$ cat config.mk
export PLATFORM = sky130hd
export DESIGN_NAME = burst_addr_gen
export DESIGN_NICKNAME = d
export VERILOG_FILES = /design/src/rtl/bac_pkg.sv /design/src/rtl/bac_rst_sync.sv /design/src/rtl/bac_mask_reg.sv /design/src/rtl/bac_counter.sv /design/src/rtl/burst_addr_gen.sv
export SDC_FILE = /design/constraint.sdc
export NUM_CORES = 1
export LEC_CHECK = 0
export BUFFER_PORTS_ARGS = -buffer_cell sky130_fd_sc_hd__buf_2
export CORE_MARGIN = 8
export CORE_UTILIZATION = 50
export CTS_CLUSTER_DIAMETER = 150
export DETAILED_ROUTE_END_ITERATION = 7
export GPL_TIMING_DRIVEN = 0
export MAX_ROUTING_LAYER = met4
export PLACE_DENSITY = 0.8
export SLEW_MARGIN = 5
export SYNTH_ARGS = -nofsm -noshare
export SYNTH_HDL_FRONTEND = slang
export SYNTH_SLANG_ARGS = --single-unit
$ cat constraint.sdc
create_clock -name clk -period 4.3 [get_ports clk]
set_input_delay 0.215 -clock clk [delete_from_list [all_inputs] [get_ports clk]]
set_output_delay 0.215 -clock clk [all_outputs]
set_load 0.03 [all_outputs]
$ cat src/rtl/bac_pkg.sv
package bac_pkg;

  typedef enum logic [3:0] {
    OP_CNT_CLR,
    OP_CNT_LOAD,
    OP_CNT_RDBK,
    OP_CNT_STEP,
    OP_CNT_HOLD,
    OP_MSK_SET,
    OP_MSK_LOAD,
    OP_MSK_RDBK,
    OP_RSVD
  } bac_op_e;

  function automatic bac_op_e bac_decode(input logic sel, input logic zero_n,
                                         input logic strobe_n, input logic step_n);
    bac_op_e op;
    if (sel) begin
      if (!zero_n)                  op = OP_CNT_CLR;
      else if (!strobe_n && !step_n) op = OP_CNT_LOAD;
      else if (!strobe_n)           op = OP_CNT_RDBK;
      else if (!step_n)             op = OP_CNT_STEP;
      else                          op = OP_CNT_HOLD;
    end else begin
      if (!zero_n)                  op = OP_MSK_SET;
      else if (!strobe_n && !step_n) op = OP_MSK_LOAD;
      else if (!strobe_n)           op = OP_MSK_RDBK;
      else                          op = OP_RSVD;
    end
    return op;
  endfunction

endpackage

$ cat src/rtl/bac_rst_sync.sv
module bac_rst_sync #(
  parameter int STAGES = 2
) (
  input  logic clk,
  input  logic rst_n,
  output logic rst_sync_n
);

  logic [STAGES-1:0] sync_q;

  always_ff @(posedge clk or negedge rst_n) begin
    if (!rst_n) sync_q <= '0;
    else        sync_q <= {sync_q[STAGES-2:0], 1'b1};
  end

  assign rst_sync_n = sync_q[STAGES-1];

endmodule

$ cat src/rtl/bac_mask_reg.sv
module bac_mask_reg
  import bac_pkg::*;
#(
  parameter int ADDR_W = 16
) (
  input  logic              clk,
  input  logic              rst_n,
  input  bac_op_e           op,
  input  logic [ADDR_W-1:0] addr_in,
  output logic [ADDR_W-1:0] mask_q
);

  logic [ADDR_W-1:0] mask_d;
  logic              mask_en;

  always_comb begin
    mask_en = 1'b0;
    mask_d  = mask_q;
    unique case (op)
      OP_MSK_SET:  begin mask_en = 1'b1; mask_d = '1;      end
      OP_MSK_LOAD: begin mask_en = 1'b1; mask_d = addr_in; end
      default:     ;
    endcase
  end

  always_ff @(posedge clk or negedge rst_n) begin
    if (!rst_n)       mask_q <= '1;
    else if (mask_en) mask_q <= mask_d;
  end

  assert_mask_set_R7: assert property (@(posedge clk) disable iff (!rst_n)
    (op == OP_MSK_SET) |=> (&mask_q));

  assert_reserved_keeps_mask_R9: assert property (@(posedge clk) disable iff (!rst_n)
    (op == OP_RSVD) |=> $stable(mask_q));

endmodule

$ cat src/rtl/bac_counter.sv
module bac_counter
  import bac_pkg::*;
#(
  parameter int ADDR_W = 16
) (
  input  logic              clk,
  input  logic              rst_n,
  input  bac_op_e           op,
  input  logic [ADDR_W-1:0] addr_in,
  input  logic [ADDR_W-1:0] mask,
  output logic [ADDR_W-1:0] cnt_q,
  output logic              wrap
);

  logic [ADDR_W-1:0] mir_q;
  logic [ADDR_W-1:0] cnt_d, mir_d;
  logic              cnt_en, mir_en;
  logic [ADDR_W-1:0] step_unit;
  logic [ADDR_W-1:0] field_sum;
  logic              region_full;

  // lowest set bit of the mask is the step unit
  assign step_unit   = mask & (~mask + 1'b1);
  assign field_sum   = (cnt_q & mask) + step_unit;
  assign region_full = (mask != '0) && ((cnt_q & mask) == mask);
  assign wrap        = (op == OP_CNT_STEP) && region_full;

  always_comb begin
    cnt_en = 1'b0;
    mir_en = 1'b0;
    cnt_d  = cnt_q;
    mir_d  = mir_q;
    unique case (op)
      OP_CNT_CLR: begin
        cnt_en = 1'b1;
        mir_en = 1'b1;
        cnt_d  = cnt_q & ~mask;
        mir_d  = mir_q & ~mask;
      end
      OP_CNT_LOAD: begin
        cnt_en = 1'b1;
        mir_en = 1'b1;
        cnt_d  = addr_in;
        mir_d  = addr_in;
      end
      OP_CNT_STEP: begin
        cnt_en = 1'b1;
        cnt_d  = region_full ? mir_q : ((cnt_q & ~mask) | (field_sum & mask));
      end
      default: ;
    endcase
  end

  always_ff @(posedge clk or negedge rst_n) begin
    if (!rst_n)      cnt_q <= '0;
    else if (cnt_en) cnt_q <= cnt_d;
  end

  always_ff @(posedge clk or negedge rst_n) begin
    if (!rst_n)      mir_q <= '0;
    else if (mir_en) mir_q <= mir_d;
  end

  assert_load_counter_R3: assert property (@(posedge clk) disable iff (!rst_n)
    (op == OP_CNT_LOAD) |=> (cnt_q == $past(addr_in)) && (mir_q == $past(addr_in)));

  assert_clear_keeps_masked_R4: assert property (@(posedge clk) disable iff (!rst_n)
    (op == OP_CNT_CLR) |=> ((cnt_q & $past(mask)) == '0) &&
                           ((cnt_q & ~$past(mask)) == ($past(cnt_q) & ~$past(mask))));

  assert_step_keeps_masked_R5: assert property (@(posedge clk) disable iff (!rst_n)
    (op == OP_CNT_STEP && !wrap) |=>
      ((cnt_q & ~$past(mask)) == ($past(cnt_q) & ~$past(mask))));

  assert_wrap_reload_R6: assert property (@(posedge clk) disable iff (!rst_n)
    wrap |=> (cnt_q == $past(mir_q)));

  assert_hold_stable_R10: assert property (@(posedge clk) disable iff (!rst_n)
    (op == OP_CNT_HOLD) |=> $stable(cnt_q) && $stable(mir_q));

endmodule

$ cat src/rtl/burst_addr_gen.sv
module burst_addr_gen
  import bac_pkg::*;
#(
  parameter int ADDR_W    = 16,
  parameter int RST_STAGE = 2
) (
  input  logic              clk,
  input  logic              rst_n,
  input  logic              sel_counter,
  input  logic              zero_n,
  input  logic              strobe_n,
  input  logic              step_n,
  input  logic [ADDR_W-1:0] addr_in,
  output logic [ADDR_W-1:0] mem_addr,
  output logic [ADDR_W-1:0] rdbk_data,
  output logic              rdbk_oe,
  output logic              wrap_irq
);

  logic              rst_sync_n;
  bac_op_e           op_raw;
  bac_op_e           op;
  logic [ADDR_W-1:0] mask_q;
  logic [ADDR_W-1:0] cnt_q;
  logic              wrap;

  bac_rst_sync #(.STAGES(RST_STAGE)) i_rst_sync (
    .clk        (clk),
    .rst_n      (rst_n),
    .rst_sync_n (rst_sync_n)
  );

  assign op_raw = bac_decode(sel_counter, zero_n, strobe_n, step_n);
  // until reset has been released, every operation acts as a hold
  assign op     = rst_sync_n ? op_raw : OP_CNT_HOLD;

  bac_mask_reg #(.ADDR_W(ADDR_W)) i_mask (
    .clk     (clk),
    .rst_n   (rst_n),
    .op      (op),
    .addr_in (addr_in),
    .mask_q  (mask_q)
  );

  bac_counter #(.ADDR_W(ADDR_W)) i_counter (
    .clk     (clk),
    .rst_n   (rst_n),
    .op      (op),
    .addr_in (addr_in),
    .mask    (mask_q),
    .cnt_q   (cnt_q),
    .wrap    (wrap)
  );

  always_comb begin
    rdbk_oe   = 1'b0;
    rdbk_data = '0;
    if (op == OP_CNT_RDBK) begin
      rdbk_oe   = 1'b1;
      rdbk_data = cnt_q;
    end else if (op == OP_MSK_RDBK) begin
      rdbk_oe   = 1'b1;
      rdbk_data = mask_q;
    end
  end

  assign mem_addr = cnt_q;
  assign wrap_irq = wrap;

  assert_oe_only_readback_R8: assert property (@(posedge clk) disable iff (!rst_n)
    rdbk_oe |-> (!strobe_n && step_n && zero_n));

  assert_irq_only_step_R6: assert property (@(posedge clk) disable iff (!rst_n)
    wrap_irq |-> (sel_counter && zero_n && strobe_n && !step_n));

  assert_mask_op_keeps_addr_R2: assert property (@(posedge clk) disable iff (!rst_n)
    (rst_sync_n && !sel_counter) |=> $stable(mem_addr));

endmodule

==> impl_metrics.toml <==
[placement]
gp_congestion = 0.9380
hpwlAfterDp_mm = 9.067
io_buffers = 55
place_area_sq_um = 4467

[synth]
netlist.area_leader.share_pct = 20.96
yosys.area.top_type = "dfrtp_1"
syn_nets = 512
syn-mean-instance-area_sq_um = 8.676
syn-cell-area_sq_um = 4060
yosys.cell_count.top_type = "a21oi_1"
yosys-top-cells-count = "a21oi_1, nor2_1, dfrtp_1, nand2_1, o21ai_0"
yosysWarnings = 0
synthTopCellsByArea = "dfrtp_1, dfstp_2, ha_1"
ys_seq_area_share_pct = 31.31
synthArstFlopShare_pct = 100.0
syn_inst = 468
synth_ff_type = "dfrtp_1"
synth_edf_count = 0
ys_ff_latch = 50
yosys.cell_types.count = 67

[clock_network]
post_cts_buffers = 0
cts_tree = "done"
cts.sinks = 50
clk_latency_ns = 0.32
cts_buffer_depth = 2
htreeDepth = 2
clock-root-buffer = "clkbuf_8"
cts_buffers = 5
ctsResizeCount = 0
clk_pin_slew_ns = 0.10
ctsHoldBuffers = 0

[die]
die_x_microns = 106.1
ios = 56
core_region_area_sq_um = 8051
die_y_microns = 106.1
initial_utilization_pct = 50.43
row_count = 33
die_area_sq_um = 11260

[timing]
finalClockSkew_ns = 0.01327
finalMaxSlewViolations = 0
rsz0062_at_grt = "false"
fin_crit_ns = 3.707
relSlewSlack_pct = 24.81
period_share_pct = 86.21
max_freq_mhz = 269.8
tightest_slew_ns = 1.128
setup_tns_ns = 0
setup_viol = 0
hold_violations = 0

[detailed_routing]
wl_per_cell_microns = 20.08
dr.pass1.iters = 5
drc = 0
viasPerCell = 6.313
drt-total-wl_mm = 12.77
initialDrtViolationCount = 447
via_count = 4015
antenna_left = 0

[grt]
use_met2_pct = 37.89
grt_max_degree = 51
grt_pass1_vias = 3980
met3_usage_pct = 4.174
grt_pass1_wl_mm = 20.47
met1_usage_pct = 27.63
grt_usage_pct = 23.36
busiest_layer = "met2"
gr-total-overflow = 0
antenna_found_initial = 0

[power_and_ir_drop]
p_per_area_nw_per_um2 = 347.4
p_leak_uw = 0.002096
vdd_ir_drop_max_uv = 159.5

[critical_path]
r2r_cells = 11
cp_max_fo = 10
worstSetupPathType = "reg -> reg"
required_ns = 4.48
critical_path_arrival_ns = 3.88
cp-start-kind = "flop"
cp-end-kind = "flop"

[final_layout]
drive_gt1_share_pct = 19.02
multi_input_area_sq_um = 2582
syn_to_final_growth_pct = 12.26
nets = 574
fillers = 731
n_antenna_cell = 0
final_area_sq_um = 4558
regArea_sq_um = 1271

[status]
status = "finished, final reports clean"

[worst_hold_path]
min_path_type = "in -> async"

[flow_run]
drv_cap = 0
==> kinds of logic after synthesis <==
logic type,synth area share (%)
adder cells (fa/ha/maj),6.965
AO/OA/AOI/OAI,28.01
multiplexers,4.746
other,0.09236
buffers and inverters,5.085
flip-flops,31.31
AND/OR/NAND/NOR,20.99
XOR/XNOR,2.804
==> layout make-up <==
class	instances	share of cell area, %
inverter	13	1.071
buffer	31	3.459
tap	105	2.882
timing repair buffer	55	6.039
multi-input combinational	374	56.66
sequential	50	27.89
clock inverter	1	0.1098
clock buffer	7	1.894
==> state kept, by name, indices dropped and copies added (netlist names) <==
register,count
i_counter.cnt_q,16
i_counter.mir_q,16
i_mask.mask_q,16
i_rst_sync.sync_q,2
==> path summary, 6_finish.rpt <==
| check | start | end | slack (ns) |
|---|---|---|---|
| hold / removal | rst_n | i_counter.mir_q[9] | 0.11 |
| hold reg to reg | i_rst_sync.sync_q[0] | i_rst_sync.sync_q[1] | 0.36 |
| setup / recovery | i_mask.mask_q[2] | i_counter.cnt_q[15] | 0.59 |
| min in group clk | addr_in[4] | i_counter.mir_q[4] | 0.14 |
| setup reg to reg | i_mask.mask_q[2] | i_counter.cnt_q[15] | 0.59 |
| max in group asynchronous | rst_n | i_counter.cnt_q[2] | 3.50 |
==> metrics by stage <==
step / util, % / power [uW] / setup slack [ns] / instances / hold WS (ns)
3_5_place_dp: 55.48 / 1284 / 0.6521 / 628 / 0.3387
4_1_cts: 56.61 / 1581 / 0.6218 / 636 / 0.1384
2_1_floorplan: - / 1098 / 1.134 / 468 / -0.08059
5_1_grt: 56.61 / 1677 / 0.3561 / 636 / 0.1413
6_report: 56.61 / 1584 / 0.5931 / 636 / 0.1093
3_3_place_gp: 55.48 / 1263 / 0.7344 / 628 / 0.3346
==> cells in the final DEF (no fill, tap or decap), drive strengths merged, types with 4 or more instances in the layout <==
cell type,Yosys,final
dfrtp,34,34
dfstp,16,16
xnor2,8,8
nor3,6,6
xor2,5,5
a21o,6,6
a211oi,4,4
nand2b,20,20
nand4,6,6
inv,13,13
o32a,7,7
clkbuf,22,29
nor2,40,40
a22o,16,16
nor3b,6,6
nand3,12,12
o2111a,4,4
nor4,4,4
o22a,16,16
nand2,33,33
o21a,7,7
and2,19,19
buf,9,64
nor2b,4,4
a21oi,42,42
o21ai,31,31
mux2i,17,17
and3,4,4
ha,21,21
==> report_power, final <==
group	switching, uW	internal [uW]	total (uW)
Combinational	382	247	629
Clock	162	130	292
Sequential	96.1	566	662
==> per-layer routing <==
metal	vias up	share of wire, %
met5	-	0
met4	0	4.4
met1	1921	40
met2	202	47
li1	1848	-
met3	44	8.4
==> worst max-delay path, cell delays in order (launching register included) <==
cell,delay [ns]
dfstp_2,0.39
clkbuf_1,0.20
or4_1,0.60
nor3b_1,0.23
ha_1,0.23
and3_1,0.21
a21boi_1,0.18
o21ai_1,0.16
a2111oi_2,0.46
o211ai_1,0.18
a2111oi_0,0.62
nor3b_2,0.10
Power figures use the tool's default switching activity.
